$ cat config.mk
export PLATFORM = sky130hd
export DESIGN_NAME = sar_seq_top
export DESIGN_NICKNAME = d
export VERILOG_FILES = /design/src/rtl/sar_pkg.sv /design/src/rtl/sar_start_gate.sv /design/src/rtl/sar_bit_engine.sv /design/src/rtl/sar_result_reg.sv /design/src/rtl/sar_seq_top.sv
export SDC_FILE = /design/constraint.sdc
export NUM_CORES = 1
export LEC_CHECK = 0
export ABC_AREA = 0
export BUFFER_PORTS_ARGS = -buffer_cell sky130_fd_sc_hd__buf_4
export CORE_UTILIZATION = 55
export DETAILED_ROUTE_END_ITERATION = 10
export HOLD_SLACK_MARGIN = 0.1
export PLACE_DENSITY_LB_ADDON = 0.3
export SYNTH_ARGS = -nofsm -noshare
export SYNTH_HDL_FRONTEND = slang
export SYNTH_SLANG_ARGS = --single-unit
$ cat constraint.sdc
create_clock -name clk -period 2.2 [get_ports clk]
set_input_delay 0.22 -clock clk [delete_from_list [all_inputs] [get_ports clk]]
set_output_delay 0.22 -clock clk [all_outputs]
set_load 0.01 [all_outputs]
$ cat src/rtl/sar_pkg.sv
// Package: shared types for the successive-approximation sequencer.
// Assumes nothing beyond being compiled before the modules that use it.
package sar_pkg;
    typedef enum logic [1:0] {
        PH_IDLE = 2'd0,
        PH_STEP = 2'd1,
        PH_CAP  = 2'd2
    } sar_phase_t;
endpackage

$ cat src/rtl/sar_start_gate.sv
// Start gate: turns a high-to-low transition of the convert strobe into a
// one-cycle start request. The request is qualified by enable, select and
// the idle state. Assumes conv_n is already synchronous to clk.
module sar_start_gate (
    input  logic clk,
    input  logic rst_n,
    input  logic conv_n,
    input  logic en,
    input  logic cs_n,
    input  logic busy,
    output logic start
);
    logic conv_q;

    // Remember the strobe level from the previous cycle for edge detection.
    always_ff @(posedge clk) begin
        if (!rst_n) conv_q <= 1'b1;
        else        conv_q <= conv_n;
    end

    // A fall is accepted only while enabled, selected and idle.
    always_comb begin
        start = conv_q & ~conv_n & en & ~cs_n & ~busy;
    end
endmodule

$ cat src/rtl/sar_bit_engine.sv
// Bit engine: owns the approximation register. On start it sets the MSB as
// the first trial. Each step then keeps or clears the bit under trial and
// sets the next lower one. It stops at bit 0, or at bit W-SW when the
// captured length select asks for a short conversion. One capture cycle
// follows the last step. Assumes cmp_ge answers for the code currently on
// trial within the same cycle.
module sar_bit_engine
    import sar_pkg::*;
#(
    parameter int W  = 12,
    parameter int SW = 8
) (
    input  logic         clk,
    input  logic         rst_n,
    input  logic         start,
    input  logic         short_sel,
    input  logic         cmp_ge,
    output logic [W-1:0] sar,
    output logic         busy,
    output logic         cap
);
    localparam int IW = $clog2(W);
    localparam logic [IW-1:0] TOP_IDX    = IW'(W - 1);
    localparam logic [IW-1:0] SHORT_LAST = IW'(W - SW);
    localparam logic [W-1:0]  MSB_ONLY   = W'(1) << (W - 1);

    sar_phase_t    phase;
    logic [IW-1:0] idx;
    logic          short_q;
    logic [W-1:0]  sar_next;
    logic          last_step;

    // Resolve the bit under trial and set the next one as the new trial.
    always_comb begin
        sar_next = sar;
        if (!cmp_ge) sar_next[idx] = 1'b0;
        if (idx != '0) sar_next[idx - IW'(1)] = 1'b1;
    end

    // The last step is bit 0 for a full conversion, bit W-SW for a short one.
    always_comb begin
        last_step = (idx == (short_q ? SHORT_LAST : '0));
    end

    // Sequence state: idle, one step per bit, then one capture cycle.
    always_ff @(posedge clk) begin
        if (!rst_n) begin
            phase   <= PH_IDLE;
            sar     <= '0;
            idx     <= '0;
            short_q <= 1'b0;
        end else begin
            case (phase)
                PH_IDLE: begin
                    if (start) begin
                        sar     <= MSB_ONLY;
                        idx     <= TOP_IDX;
                        short_q <= short_sel;
                        phase   <= PH_STEP;
                    end
                end
                PH_STEP: begin
                    sar <= sar_next;
                    if (idx != '0) idx <= idx - IW'(1);
                    if (last_step) phase <= PH_CAP;
                end
                PH_CAP:  phase <= PH_IDLE;
                default: phase <= PH_IDLE;
            endcase
        end
    end

    // Status decode from the phase register.
    always_comb begin
        busy = (phase != PH_IDLE);
        cap  = (phase == PH_CAP);
    end
endmodule

$ cat src/rtl/sar_result_reg.sv
// Result register: loads the finished approximation word on the capture
// cycle and holds it otherwise. Assumes cap is high for one cycle per
// conversion.
module sar_result_reg #(
    parameter int W = 12
) (
    input  logic         clk,
    input  logic         rst_n,
    input  logic         cap,
    input  logic [W-1:0] word,
    output logic [W-1:0] result
);
    // Load only when a conversion completes.
    always_ff @(posedge clk) begin
        if (!rst_n)   result <= '0;
        else if (cap) result <= word;
    end
endmodule

$ cat src/rtl/sar_seq_top.sv
// Top: variable-length successive-approximation sequencer. It joins the
// start gate, the bit engine and the result register. The comparator and
// DAC are outside; trial_code goes to the DAC and cmp_ge comes back.
module sar_seq_top #(
    parameter int W  = 12,
    parameter int SW = 8
) (
    input  logic         clk,
    input  logic         rst_n,
    input  logic         conv_n,
    input  logic         en,
    input  logic         cs_n,
    input  logic         short_sel,
    input  logic         cmp_ge,
    output logic [W-1:0] trial_code,
    output logic         busy,
    output logic [W-1:0] result
);
    logic start;
    logic cap;

    sar_start_gate u_gate (
        .clk    (clk),
        .rst_n  (rst_n),
        .conv_n (conv_n),
        .en     (en),
        .cs_n   (cs_n),
        .busy   (busy),
        .start  (start)
    );

    sar_bit_engine #(.W(W), .SW(SW)) u_engine (
        .clk       (clk),
        .rst_n     (rst_n),
        .start     (start),
        .short_sel (short_sel),
        .cmp_ge    (cmp_ge),
        .sar       (trial_code),
        .busy      (busy),
        .cap       (cap)
    );

    sar_result_reg #(.W(W)) u_result (
        .clk    (clk),
        .rst_n  (rst_n),
        .cap    (cap),
        .word   (trial_code),
        .result (result)
    );
endmodule

==> results.md <==
* TritonRoute pass-1 iters at 4
* Die X at approximately 58 µm
* Tmin final at between 1.5 and 2 ns
* Initial drt markers at ~150
* Clk Tree Root Cell: clkbuf_4
* Combinational power share at 0.132
* Reg2Reg Setup Slack at roughly 0.27 ns
* FP Rows at 20
* Clock Power Share at 0.390
* Grt met1 use at 0.310
* GRT Total Usage at 0.245
* RePlAce Congestion at about 0.85
* Largest net degree at the start of global routing at 22
* CP startpoint kind: register
* Power Dens Cells at around 620 mW/mm²
* Worst setup margin at around 0.27 ns
* Vias per Instance at approximately 6
* FMAX at roughly 0.52 GHz
* Worst Tran Pin Value at 0.677 ns
* RSZ-0062 raised after global routing: false
* Total Wirelength at 3940 µm
* Switching part of the total at 0.248
* PostCTS Resize Cnt at 0
* Vias at around 1600
* Grt met3 use at 0.0625
* Total CTS buffers at 5
* CP max stage cell: dfxtp_1
* Net Switching at ~320 µW
* Initial antenna violation count at 0
* Int Power at 962 µW
* Worst-Skew Late Latency at around 0.33 ns
* Required time of the critical path at 2.45 ns
* DR DRC count at 0
* Synth area leader: dfxtp_1
* Antenna-violating nets left at 0
* Gr ovfl total at 0
* Final hold vios at 0
* Share of the synthesized area in the top cell type at 0.369
* GRT met2 Usage at 0.411
* Sequential area share after synthesis at 0.369
* Synthesized instance count at 205
* # setup viols final at 0
* Launch point of the critical path: u_engine.idx[0]
* Mean Syn Cell Area at about 8.5 µm²
* First-pass GRT wire length at 6300 µm
* Fillcell total at 250
* Clock slew at reported path FFs at 0.11 ns
* Place WS at about 0.28 ns
* Full die area at ~0.0034 mm²
* CP Cell Sequence: inv_1, ha_1, nor4bb_1, a211o_1, a221oi_1
* Total power draw at between 1000 and 1500 µW
* Setup CP Type: register to register
* Detailed Place HPWL at 2890 µm
* Count of state elements after synthesis at 32
* Max-Cap Viols at 0
* Layout Skew at approximately 0.012 ns
* Max transition margin at 0.548
* P&R area growth vs syn at 17.7%
* Port Buffers at 31
* Core ar. at ~0.0030 mm²
* Crit path DAT at about 2.2 ns
* Net count after synthesis at between 200 and 250
* CP peak stage delay at just over 0.5 ns
* Synthesized area at between 0.0015 and 0.002 mm²
* Initial core utilization at 0.574
* Worst r2r path cells at 5
* Fraction of registers with async set/reset at 0
* Die height at 58.2 µm
* Layout cell share with drive strength beyond 1 at 0.207
* Setup crit end: u_engine.idx[1]
* Netlist cell types at 49
* Warnings, synthesis at 0
* Number of global-route vias before repair at between 1000 and 1500
* Area contributors post-synth: dfxtp_1, nand2_1, a21oi_1, a221oi_1, inv_1
* Worst Path Max Fanout at 14
* Number of flops mapped to enable cells by yosys at 0
* Top FF cell, synth: dfxtp_1
* Pins Over Slew Limit at 0
* Reg power frac at 0.478
* # diodes at 0
* Avg WL per Cell at ~15 µm
* Setup crit end kind: register
* Status: complete, no violations
* Sum Neg Setup Slack at 0 ns
* Maximum vdd drop at a little over 0.4 mV
* Worst R2R End: u_engine.idx[1]
* I/O pin total at 32
* # clock sinks at 32
* Hold Path Class: input pin to register
* Clock Path Buffers at 2
* Layout Nets at 237
* Fin crit share at 0.879
* # H-tree levels at 2
* CTS tree: yes
* GRT busiest layer: met2
* Reg2reg start: u_engine.idx[0]
* Lkg Pwr at 0.000747 µW
[cell type report]
cell class / count / area, µm² / share of cell area
timing repair buffer: 35 / 265 / 0.130
tap: 44 / 55.1 / 0.0269
inverter: 18 / 67.6 / 0.0330
clock inverter: 1 / 30.0 / 0.0147
sequential: 32 / 641 / 0.313
multi-input combinational: 134 / 922 / 0.451
clock buffer: 7 / 65.1 / 0.0318
[through the flow]
step                instance area [µm²]  utilization  hold slack, ns  std cells
CTS                                2050        0.676           0.147        271
floorplan                          1740            -           0.321        205
global route                       2050        0.676           0.148        271
detailed placement                 1940        0.641           0.433        262
global placement                   1940        0.641           0.413        262
finish                             2050        0.676           0.159        271
[registers in the layout, indices dropped and copies added, names as in the netlist]
name,count
u_result.result,12
u_engine.short_q,1
u_engine.idx,4
u_engine.sar,12
u_gate.conv_q,1
u_engine.phase,2
[cells by family (layout without fill, tap and decap cells)]
family | after synthesis | in the layout | share of synthesized area
flip-flops | 32 | 32 | 0.369
buffers and inverters | 39 | 61 | 0.101
AND/OR/NAND/NOR | 70 | 70 | 0.251
XOR/XNOR | 1 | 1 | 0.00504
AO/OA/AOI/OAI | 58 | 58 | 0.240
multiplexers | 1 | 1 | 0.00576
adder cells (fa/ha/maj) | 4 | 4 | 0.0288
[power groups by stage]
stage	sequential [µW]	clock, µW	combinational (µW)
after floorplan	612	0	139
after global placement	622	0	159
after detailed placement	623	0	164
after CTS	610	507	166
after global routing	613	533	183
final	610	499	169
[cell usage after synthesis, types with 2 or more instances]
cell type / n
nand4bb_1: 6
a21oi_1: 16
a2111oi_0: 2
nor3_1: 2
nor2b_1: 4
o22ai_1: 7
nand3_1: 3
o2111ai_1: 3
or3_1: 2
nor2_1: 2
clkbuf_1: 10
o221ai_1: 4
ha_1: 4
and3_1: 3
o21ai_0: 3
o211ai_1: 2
buf_6: 2
o21a_1: 2
a221oi_1: 8
dfxtp_1: 32
or4b_1: 2
nand2b_1: 5
buf_2: 7
a211oi_1: 2
nand2_1: 28
inv_1: 18
nand4b_1: 4
[placed cells by master, fill, tap and decap left out, types with 2 or more instances in the layout]
cell type and count:
nand2b_1 5, a2111oi_0 2, nor2b_1 4, o221ai_1 4, o211ai_1 2, clkbuf_4 5
clkbuf_8 2, o21a_1 2, or3_1 2, nor2_1 2, and3_1 3, nand3_1 3
inv_1 18, nand4bb_1 6, nand2_1 28, ha_1 4, o21ai_0 3, nor3_1 2
or4b_1 2, o2111ai_1 3, o22ai_1 7, dfxtp_1 32, a211oi_1 2, buf_4 34
a21oi_1 16, nand4b_1 4, a221oi_1 8
[what timing repair did]
| item | CTS | global route |
|---|---|---|
| hold buffers | 1 | 0 |
| buffers inserted | 0 | 0 |
| endpoints found under the hold margin | 1 | 0 |
[worst max-delay path: cells and delay by family, from the launching register on]
kind            cells  cell delay (ns)
fa+ha+maj           1             0.36
flops               1             0.51
simple gates        1             0.20
buf+inv             1             0.15
compound gates      2             0.62
[worst min-delay path by stage]
stage / startpoint / endpoint / slack (ns) / cells past startpoint
6_report: rst_n / u_gate.conv_q / 0.16 / 2
3_3_place_gp: conv_n / u_gate.conv_q / 0.41 / 2
5_1_grt: rst_n / u_gate.conv_q / 0.15 / 2
2_1_floorplan: conv_n / u_gate.conv_q / 0.32 / 1
3_5_place_dp: conv_n / u_gate.conv_q / 0.43 / 2
4_1_cts: rst_n / u_gate.conv_q / 0.15 / 2
[layer usage]
metal	wire [µm]	part of all wire
met1	1680	0.43
met2	1880	0.48
met3	314	0.080
met4	68	0.017
met5	0	0
No activity file was read; power rests on OpenSTA's default activity.
